===== src/rtl/pwm_ctl_gen.sv =====
module pwm_ctl_gen #(
  parameter int FW = 8
) (
  input  logic        clk,
  input  logic        rst,
  input  logic        wr_en,
  input  logic [31:0] wr_data,
  output logic [31:0] rd_data,
  output logic        pwm_out
);
  localparam int EN_BIT  = 31;
  localparam int LVL_BIT = 30;
  localparam int RLD_LSB = FW;
  localparam int SP_LSB  = 2 * FW;

  logic          en_q, lvl_q, en_d, lvl_d;
  logic [FW-1:0] duty_q, rld_q, duty_d, rld_d;
  logic [FW-1:0] act_duty, act_rld, pre_q, cnt_q, div_m1;
  logic          tick, wrap, load;
  logic          unused_spare;

  assign unused_spare = ^wr_data[LVL_BIT-1:SP_LSB];

  always_comb begin
    en_d   = en_q;
    lvl_d  = lvl_q;
    duty_d = duty_q;
    rld_d  = rld_q;
    if (wr_en) begin
      en_d   = wr_data[EN_BIT];
      lvl_d  = wr_data[LVL_BIT];
      duty_d = wr_data[FW-1:0];
      rld_d  = wr_data[RLD_LSB +: FW];
    end
  end

  always_ff @(posedge clk) begin
    if (rst) begin
      en_q   <= 1'b0;
      lvl_q  <= 1'b0;
      duty_q <= '0;
      rld_q  <= '0;
    end else begin
      en_q   <= en_d;
      lvl_q  <= lvl_d;
      duty_q <= duty_d;
      rld_q  <= rld_d;
    end
  end

  always_comb begin
    rd_data                  = '0;
    rd_data[EN_BIT]          = en_q;
    rd_data[LVL_BIT]         = lvl_q;
    rd_data[FW-1:0]          = duty_q;
    rd_data[RLD_LSB +: FW]   = rld_q;
  end

  assign div_m1 = act_rld - {{(FW-1){1'b0}}, 1'b1};
  assign tick   = (pre_q == div_m1);
  assign wrap   = tick && (cnt_q == {FW{1'b1}});
  assign load   = !en_q || wrap;

  always_ff @(posedge clk) begin
    if (rst) begin
      act_duty <= '0;
      act_rld  <= '0;
      pre_q    <= '0;
      cnt_q    <= '0;
    end else begin
      if (load) begin
        act_duty <= duty_d;
        act_rld  <= rld_d;
      end
      if (!en_q) begin
        pre_q <= '0;
        cnt_q <= '0;
      end else begin
        pre_q <= tick ? '0 : pre_q + 1'b1;
        if (tick) cnt_q <= cnt_q + 1'b1;
      end
    end
  end

  assign pwm_out = (en_q && act_duty != '0) ? (cnt_q >= act_duty) : lvl_q;

  AST_IDLE_OUT: assert property (@(posedge clk) disable iff (rst)
    !en_q |-> pwm_out == lvl_q);

  AST_LOW_FIRST: assert property (@(posedge clk) disable iff (rst)
    (en_q && act_duty != '0 && cnt_q == '0) |-> !pwm_out);

  AST_PRE_BOUND: assert property (@(posedge clk) disable iff (rst)
    en_q |-> pre_q <= div_m1);

  AST_ACT_HOLD: assert property (@(posedge clk) disable iff (rst)
    (en_q && $past(en_q) && !$past(wrap)) |-> ($stable(act_duty) && $stable(act_rld)));

  AST_STOPPED_ZERO: assert property (@(posedge clk) disable iff (rst)
    $past(!en_q) |-> (pre_q == '0 && cnt_q == '0));

endmodule


===== config.mk =====
export PLATFORM = sky130hd
export DESIGN_NAME = pwm_ctl_gen
export DESIGN_NICKNAME = d
export VERILOG_FILES = /design/src/rtl/pwm_ctl_gen.sv
export SDC_FILE = /design/constraint.sdc
export NUM_CORES = 1
export LEC_CHECK = 0
export BUFFER_PORTS_ARGS = -buffer_cell sky130_fd_sc_hd__clkbuf_2
export CAP_MARGIN = 15
export CORE_UTILIZATION = 56
export CTS_BUF_LIST = sky130_fd_sc_hd__clkbuf_8 sky130_fd_sc_hd__clkbuf_16
export CTS_CLUSTER_SIZE = 28
export DETAILED_ROUTE_END_ITERATION = 12
export PLACE_DENSITY = 0.84
export SYNTH_ARGS = -nofsm -noshare
export SYNTH_HDL_FRONTEND = slang
export SYNTH_SLANG_ARGS = --single-unit

===== constraint.sdc =====
create_clock -name clk -period 4.22 [get_ports clk]
set_clock_uncertainty 0.15 [all_clocks]
set_input_delay 0.633 -clock clk [delete_from_list [all_inputs] [get_ports clk]]
set_output_delay 0.633 -clock clk [all_outputs]
set_load 0.005 [all_outputs]

==> metrics <==
post-synthesis cell count between 200 and 300; nets 340; Synth async-reset ratio 0; top post-synthesis cells by area dfxtp_1 40%, mux2i_1 7.2%, a22o_1 5.6%, ha_1 5.5%, buf_4 5.1%; I/O pin count just under 70; Warnings, synthesis 0; total global routing overflow 0; Slew @ Worst Pin between 0.8 and 0.9 ns; Num CTS Buffers 5; H-Tree Depth 2; Worst EP required roughly 4.3 ns; placer congestion estimate around 0.78; DR vias/cell approximately 5.6; synthesized flop and latch total 50; CTS tree yes; ANT nets after route 0; die area roughly 0.0048 sq mm; Die Width between 60 and 70 microns; Non-Filler Instances roughly 350; dominant cell type by area after synthesis dfxtp_1; Leak roughly 1.2 nW; Fin. Hold Viols 0; f_max roughly 320 MHz; Setup Crit Path Kind flip-flop to flip-flop; Antenna Cells 0; top cell type's share of synthesized area 0.399; global-route wire length before repair 7650 microns; total number of vias 1927; Netlist cell types 47; Root Driver clkbuf_8; crit end category flip-flop; clock transition at the registers of the reported paths around 0.090 ns; # DRC 0; CP Max Fanout 16; PortBufs 39; Pre-antenna DRT Iters 4; Crit path buffers/inverters 1; CP arrival roughly 3.2 ns; post-cts repair resize count 0; RSZ-0062 raised after global routing no; Critical Path Source Type flip-flop; average wire per standard cell about 13 microns; Iter 0 DRT Violations ~140; part of the Yosys area used for sequential elements 0.399; Post-synth EDFFs 0; antenna violations before repair 0; largest net degree at the start of global routing 21; final period utilization 0.732; vias in the first global route 1760; Hold WC Path Type flip-flop to flip-flop; Final setup viols 0; Worst path top cell family by delay compound AO/OA/AOI/OAI gates; max_slew headroom 0.441; layout cell share with drive strength beyond 1 0.180; VDD IR max 0.197 mV; Critical Path, Cell by Cell inv_1 -> ha_1 -> o21ba_1 -> a221oi_1 -> a41oi_1 -> or3_4 -> o41ai_4 -> a22o_1; crit-path max cell delay between 0.7 and 0.8 ns; core box area 0.00414 sq mm; slowest cell on the critical path o41ai_4; Post-Route WL 4600 microns; placed wire-length estimate between 3000 and 4000 microns; Placed Instances between 300 and 400; TritonCTS Sinks 50; Global Route Usage Sum 0.217; Clk Latency, worst-skew pair 0.31 ns; Layout area overhead 8.93%; Synth Flop Type dfxtp_1; pwr dens between 300 and 400 mW/mm^2; status finished, final reports clean; Max-Cap Viols 0; Avg Inst Size Synth 9.50 sq um; initial core utilization 0.605; mapped cell area between 0.002 and 0.003 sq mm; Die Ht 68.9 microns; CTS Hold Bufs 0; setup TNS 0 ns; min Tclk post-route just over 3 ns; std cell rows 23; fin. max-slew vios 0; setup repair bufs after CTS 0; CTS max path bufs 2
## metal layers
layer,up-vias,share of wire,global-route usage
met2,61,0.45,0.336
met3,7,0.046,0.0559
met5,-,0,0
met1,893,0.48,0.281
met4,0,0.020,0.102
li1,966,-,-
## final timing paths
check                                start                       end  slack (ns)  depth (start not counted)
setup / recovery   act_rld[0]$_SDFFE_PP0P_  act_duty[1]$_SDFFE_PP0P_        1.13                          8
hold / removal    act_duty[4]$_SDFFE_PP0P_  act_duty[4]$_SDFFE_PP0P_        0.37                          1
setup reg to reg   act_rld[0]$_SDFFE_PP0P_  act_duty[1]$_SDFFE_PP0P_        1.13                          8
hold reg to reg   act_duty[4]$_SDFFE_PP0P_  act_duty[4]$_SDFFE_PP0P_        0.37                          1
## area by class of cell
class                           count  area [sq um]
Sequential cell                    50          1000
Multi-Input combinational cell    187          1320
Inverter                           11          41.3
Fill cell                         330          1410
Clock buffer                        5          68.8
Tap cell                           50          62.6
Timing Repair Buffer               39           195
Clock inverter                      3          43.8
## kinds of logic after synthesis
family / synth area share
flops: 0.399
simple gates: 0.174
xor+xnor: 0.0524
compound gates: 0.148
mux: 0.0763
buf+inv: 0.0943
other cells: 0.00149
fa+ha+maj: 0.0549
## registers in the layout, summed over array words and instances (netlist names)
register	cells
en_q	1
pre_q	8
rld_q	8
act_rld	8
lvl_q	1
act_duty	8
cnt_q	8
duty_q	8
## Yosys cell counts, types with 9 or more instances
master,instances
dfxtp_1,50
mux2i_1,18
a21oi_1,10
nor2_1,24
buf_4,17
a22o_1,16
ha_1,11
inv_1,11
nor3_1,10
xnor2_1,9
nand2_1,10
## through the flow
stage / area, sq um / setup WS (ns) / hold WS (ns) / util / power, mW
floorplan: 2560 / 1.49 / 0.309 / - / 0.627
global placement: 2620 / 1.21 / 0.334 / 0.632 / 0.643
detailed placement: 2620 / 1.16 / 0.349 / 0.632 / 0.648
CTS: 2730 / 1.13 / 0.369 / 0.659 / 0.986
global route: 2730 / 0.885 / 0.393 / 0.659 / 1.02
finish: 2730 / 1.13 / 0.371 / 0.659 / 0.984
## placed cells by master, fill, tap and decap left out, drive strengths merged, types with 9 or more instances in the layout
master  netlist  final
nor2         24     24
a21oi        10     10
a22o         16     16
dfxtp        50     50
nand2        10     10
nor3         11     11
clkbuf        8     44
mux2i        18     18
conb          1     14
xnor2         9      9
ha           11     11
inv          11     12
## power breakdown
part	switching, mW	leakage (nW)	total, mW	internal (mW)
sequential	0.0184	0.409	0.511	0.493
combinational	0.0683	0.714	0.128	0.0592
clock	0.168	0.0585	0.346	0.178
total	0.255	1.18	0.984	0.730
No activity file was read; power rests on OpenSTA's default activity.
